**config.mk**
```make
export PLATFORM = sky130hd
export DESIGN_NAME = marker_uart_tx
export DESIGN_NICKNAME = d
export VERILOG_FILES = /design/src/rtl/mtx_pkg.sv /design/src/rtl/mtx_baud_div.sv /design/src/rtl/mtx_shreg.sv /design/src/rtl/mtx_ctrl.sv /design/src/rtl/marker_uart_tx.sv
export SDC_FILE = /design/constraint.sdc
export NUM_CORES = 1
export LEC_CHECK = 0
export BUFFER_PORTS_ARGS = -buffer_cell sky130_fd_sc_hd__buf_4
export CAP_MARGIN = 10
export CORE_UTILIZATION = 35
export CTS_BUF_LIST = sky130_fd_sc_hd__clkbuf_8
export DETAILED_ROUTE_END_ITERATION = 12
export PLACE_DENSITY = 0.62
export SLEW_MARGIN = 20
export SYNTH_ARGS = -nofsm -noshare
export SYNTH_HDL_FRONTEND = slang
export SYNTH_SLANG_ARGS = --single-unit
```
**constraint.sdc**
```tcl
create_clock -name clk_i -period 2.09 [get_ports clk_i]
set_input_delay 0.1045 -clock clk_i [delete_from_list [all_inputs] [get_ports clk_i]]
set_output_delay 0.1045 -clock clk_i [all_outputs]
set_load 0.01 [all_outputs]
```
**src/rtl/mtx_pkg.sv**
```systemverilog
package mtx_pkg;
  typedef enum logic [1:0] {
    TX_IDLE  = 2'd0,
    TX_WAIT  = 2'd1,
    TX_START = 2'd2,
    TX_DATA  = 2'd3
  } tx_state_e;
endpackage

```
**src/rtl/mtx_baud_div.sv**
```systemverilog
module mtx_baud_div #(
  parameter int OVERSAMPLE = 16,
  localparam int CNT_W = (OVERSAMPLE > 1) ? $clog2(OVERSAMPLE) : 1
) (
  input  logic             clk_i,
  input  logic             rst_ni,
  input  logic             tick_i,
  output logic [CNT_W-1:0] cnt_o,
  output logic             roll_o
);
  localparam logic [CNT_W-1:0] LAST = CNT_W'(OVERSAMPLE - 1);

  logic [CNT_W-1:0] cnt_q;

  assign roll_o = tick_i && (cnt_q == LAST);
  assign cnt_o  = cnt_q;

  always_ff @(posedge clk_i or negedge rst_ni) begin
    if (!rst_ni)     cnt_q <= '0;
    else if (roll_o) cnt_q <= '0;
    else if (tick_i) cnt_q <= cnt_q + 1'b1;
  end
endmodule

```
**src/rtl/mtx_shreg.sv**
```systemverilog
module mtx_shreg #(
  parameter int DATA_W = 8,
  localparam int SH_W = DATA_W + 1
) (
  input  logic              clk_i,
  input  logic              rst_ni,
  input  logic              load_i,
  input  logic [DATA_W-1:0] data_i,
  input  logic              shift_i,
  output logic [SH_W-1:0]   sh_o,
  output logic              last_o
);
  logic [SH_W-1:0] sh_q;

  assign sh_o   = sh_q;
  // marker directly above output bit, zeros above it
  assign last_o = (sh_q[SH_W-1:1] == DATA_W'(1));

  always_ff @(posedge clk_i or negedge rst_ni) begin
    if (!rst_ni)      sh_q <= '0;
    else if (load_i)  sh_q <= {1'b1, data_i};
    else if (shift_i) sh_q <= {1'b0, sh_q[SH_W-1:1]};
  end
endmodule

```
**src/rtl/mtx_ctrl.sv**
```systemverilog
module mtx_ctrl
  import mtx_pkg::*;
(
  input  logic      clk_i,
  input  logic      rst_ni,
  input  logic      roll_i,
  input  logic      wr_i,
  input  logic      last_i,
  input  logic      out_bit_i,
  input  logic      clr_i,
  output logic      load_o,
  output logic      shift_o,
  output logic      txd_o,
  output logic      done_o,
  output tx_state_e state_o
);
  tx_state_e state_q, state_d;
  logic      done_q, set_done;

  assign load_o   = wr_i && (state_q == TX_IDLE);
  assign shift_o  = roll_i && (state_q == TX_DATA);
  assign set_done = shift_o && last_i;
  assign state_o  = state_q;
  assign done_o   = done_q;

  always_comb begin
    state_d = state_q;
    unique case (state_q)
      TX_IDLE:  if (wr_i)   state_d = TX_WAIT;
      TX_WAIT:  if (roll_i) state_d = TX_START;
      TX_START: if (roll_i) state_d = TX_DATA;
      TX_DATA:  if (set_done) state_d = TX_IDLE;
      default:  state_d = TX_IDLE;
    endcase
  end

  always_comb begin
    unique case (state_q)
      TX_START: txd_o = 1'b0;
      TX_DATA:  txd_o = out_bit_i;
      default:  txd_o = 1'b1;
    endcase
  end

  always_ff @(posedge clk_i or negedge rst_ni) begin
    if (!rst_ni) begin
      state_q <= TX_IDLE;
      done_q  <= 1'b0;
    end else begin
      state_q <= state_d;
      if (set_done)   done_q <= 1'b1;
      else if (clr_i) done_q <= 1'b0;
    end
  end
endmodule

```
**src/rtl/marker_uart_tx.sv**
```systemverilog
module marker_uart_tx
  import mtx_pkg::*;
#(
  parameter int DATA_W     = 8,
  parameter int OVERSAMPLE = 16,
  localparam int CNT_W = (OVERSAMPLE > 1) ? $clog2(OVERSAMPLE) : 1,
  localparam int SH_W  = DATA_W + 1
) (
  input  logic              clk_i,
  input  logic              rst_ni,
  input  logic              tick_i,
  input  logic              wr_i,
  input  logic [DATA_W-1:0] wr_data_i,
  input  logic              clr_done_i,
  output logic              txd_o,
  output logic              done_o
);
  logic [CNT_W-1:0] cnt_w;
  logic             roll_w, load_w, shift_w, last_w;
  logic [SH_W-1:0]  sh_w;
  tx_state_e        state_w;

  mtx_baud_div #(.OVERSAMPLE(OVERSAMPLE)) u_div (
    .clk_i  (clk_i),
    .rst_ni (rst_ni),
    .tick_i (tick_i),
    .cnt_o  (cnt_w),
    .roll_o (roll_w)
  );

  mtx_shreg #(.DATA_W(DATA_W)) u_sh (
    .clk_i   (clk_i),
    .rst_ni  (rst_ni),
    .load_i  (load_w),
    .data_i  (wr_data_i),
    .shift_i (shift_w),
    .sh_o    (sh_w),
    .last_o  (last_w)
  );

  mtx_ctrl u_ctrl (
    .clk_i     (clk_i),
    .rst_ni    (rst_ni),
    .roll_i    (roll_w),
    .wr_i      (wr_i),
    .last_i    (last_w),
    .out_bit_i (sh_w[0]),
    .clr_i     (clr_done_i),
    .load_o    (load_w),
    .shift_o   (shift_w),
    .txd_o     (txd_o),
    .done_o    (done_o),
    .state_o   (state_w)
  );
endmodule

```
==> flow_summary.ini <==
[floorplan]
ioPinCount = 15
core-area_sq_um = 2255
fp.dieW_um = 51.45
rows = 17
die_h_um = 51.45
dieArea_sq_um = 2647
start_util_pct = 37.96

[global_route]
overflow = 0
grt_max_degree = 18
antenna_found_initial = 0
grt_util_all_layers_pct = 12.73
grt_pass1_wl_mm = 2.380
grt_pass1_vias = 530

[setup_path]
cp_max_fo = 4
worstPathRequired_ns = 2.22
rr_startpoint = u_div.cnt_o[0]$_DFFE_PN0P_
startpoint = u_div.cnt_o[0]$_DFFE_PN0P_
cp-end-kind = flip-flop
crit_end = u_ctrl.state_o[1]$_DFFE_PN0P_
path_class = reg2reg
rrSetupSlack_ns = 0.43
critPathLaunchType = flip-flop
worstPathArrival_ns = 1.79
r2r_cells = 5
r2r-end = u_ctrl.state_o[1]$_DFFE_PN0P_

[timing]
timing.fmax_mhz = 602.1
clock_skew_ns = 0.002396
period_share_pct = 79.47
grt_setup_unrepaired = no
hold_viol = 0
layout_min_cycle_time_ns = 1.661
report.final.slew_viol_count = 0
worstMarginPinSlew_ns = 0.5336
tns_ns = 0
finalSetupViolCount = 0
slew_headroom_pct = 64.42
layout_setup_ws_ns = 0.4291
holdWs_ns = 0.04600

[layout]
multi_input_area_sq_um = 427.9
synthToLayoutAreaGrowth_pct = 22.52
ff_latch_area_sq_um = 400.4
diodes = 0
post-route-util_pct = 46.50
instances_no_fill = 126
drive_gt1_share_pct = 24.49
final_nets = 118
fin_area_sq_um = 1049
n_fill_cell = 222

[detailed_routing]
final_antenna_net_count = 0
drcViolationCount = 0
dr.pass1.iters = 4
num_vias = 603
finalWirelength_mm = 1.483
first_iter_violations = 5
wl_per_cell_um = 11.77
vias_per_cell = 4.786

[cts]
cts_sinks = 16
cts_made_buffers = 3
cts.clk_slew.worst_paths_ns = 0.06
max-clock-path-buffers = 2
post_cts_buffers = 0
post_cts_resized = 0
clock_latency_ns = 0.25
hold_buffers = 1
htreeDepth = 1
root_buffer = clkbuf_8
cts_tree = yes

[logic_synthesis]
avgSynthCellArea_sq_um = 10.44
ys.flop_type = dfrtp_1
ys_ff_latch = 16
yosysUniqueCellTypes = 27
syn_area_sq_um = 855.8
synth-edff-count = 0
ys_seq_area_share_pct = 46.78
ys_async_sr_fraction_pct = 100.0
syn-num-nets = 101
synth_cells = 82
ys_warn_count = 0

[pwr]
leakage_nw = 0.5253
power.total_mw = 1.296
vdd_ir_drop_max_uv = 624.3
p_per_area_nw_per_um2 = 1236

[placement]
place_inst = 121
dpl.hpwl_mm = 1.081
dp_worst_setup_slack_ns = 0.4450
place_area_sq_um = 983.4
portBuffers = 14
finalWeightedCongestion = 0.7244

[run]
cap_violations = 0

[status]
outcome = finished, final reports clean

[min_path]
hold_class = in2reg
cell usage in the layout, fill, tap and decap left out:
cell           count
inv_1              4
nor4_1             1
nor2_1             2
and2_1             1
dlygate4sd3_1      1
and4_1             1
clkbuf_8           4
o22ai_1            1
nand3_2            1
buf_4             14
mux2i_1            9
a21o_1             1
mux2_2             1
nand2_1           12
dfrtp_1           16
ha_1               6
nand3_1            2
a21oi_1            1
o21ai_0            4
nand2_4            1
nand4_1            1
a21oi_2            1
o21ai_1            8
mux2_1             1
nor4b_2            1
nor2b_1            1
xnor2_1            1
o21bai_2           1
kinds of logic after synthesis:
| group | synth area share (%) |
|---|---|
| AND/OR/NAND/NOR | 15.50 |
| adder cells (fa/ha/maj) | 8.772 |
| buffers and inverters | 3.216 |
| AO/OA/AOI/OAI | 11.55 |
| XOR/XNOR | 1.024 |
| flip-flops | 46.78 |
| multiplexers | 13.16 |
final cells by class:
cell class / count / area share (%)
timing repair buffer: 15 / 10.98
clock buffer: 4 / 5.251
tap: 28 / 3.341
multi-input combinational: 59 / 40.81
sequential: 16 / 38.19
inverter: 4 / 1.432
registers in the layout, summed over array words and instances (netlist names):
register and cells:
u_sh.sh_o 9, u_ctrl.state_o 2, u_ctrl.done_o 1, u_div.cnt_o 4
synthesized netlist by cell type (all sizes together) (2+ instances only):
master / instances / share of area (%)
dfrtp: 16 / 47
clkbuf: 2 / 0.88
inv: 4 / 1.8
mux2i: 9 / 11
nand2: 13 / 6.6
nor2: 2 / 0.88
nand3: 3 / 2.3
mux2: 2 / 2.6
a21oi: 2 / 1.6
o21ai: 12 / 7.0
ha: 6 / 8.8
critical path: stages, from the launching register on:
cell     delay [ns]
dfrtp_1        0.39
ha_1           0.22
and4_1         0.31
nand3_2        0.10
a21oi_2        0.20
mux2_1         0.33
worst min-delay path by stage:
stage	to	slack (ns)	cells after the start	start
after floorplan	u_ctrl.done_o$_DFFE_PN0P_	-0.19	0	rst_ni
after global placement	u_ctrl.done_o$_DFFE_PN0P_	-0.03	1	rst_ni
after detailed placement	u_sh.sh_o[0]$_DFFE_PN0P_	-0.02	1	rst_ni
after CTS	u_ctrl.done_o$_DFFE_PN0P_	0.04	2	clr_done_i
after global routing	u_ctrl.done_o$_DFFE_PN0P_	0.06	2	clr_done_i
final	u_ctrl.done_o$_DFFE_PN0P_	0.05	2	clr_done_i
where the power goes:
group / total (mW) / internal [mW] / switching (mW)
combinational: 0.469 / 0.236 / 0.233
sequential: 0.558 / 0.442 / 0.116
clock: 0.269 / 0.167 / 0.102
total: 1.30 / 0.846 / 0.451
routing by layer:
layer / share of wire (%) / vias to the layer above / GRT usage (%)
met5: 0 / - / 0
met4: 1.1 / 0 / 5.405
met3: 1.9 / 2 / 5.357
met2: 43 / 6 / 18.18
met1: 54 / 276 / 16.64
li1: - / 319 / -
(Power assumes the default switching activity.)
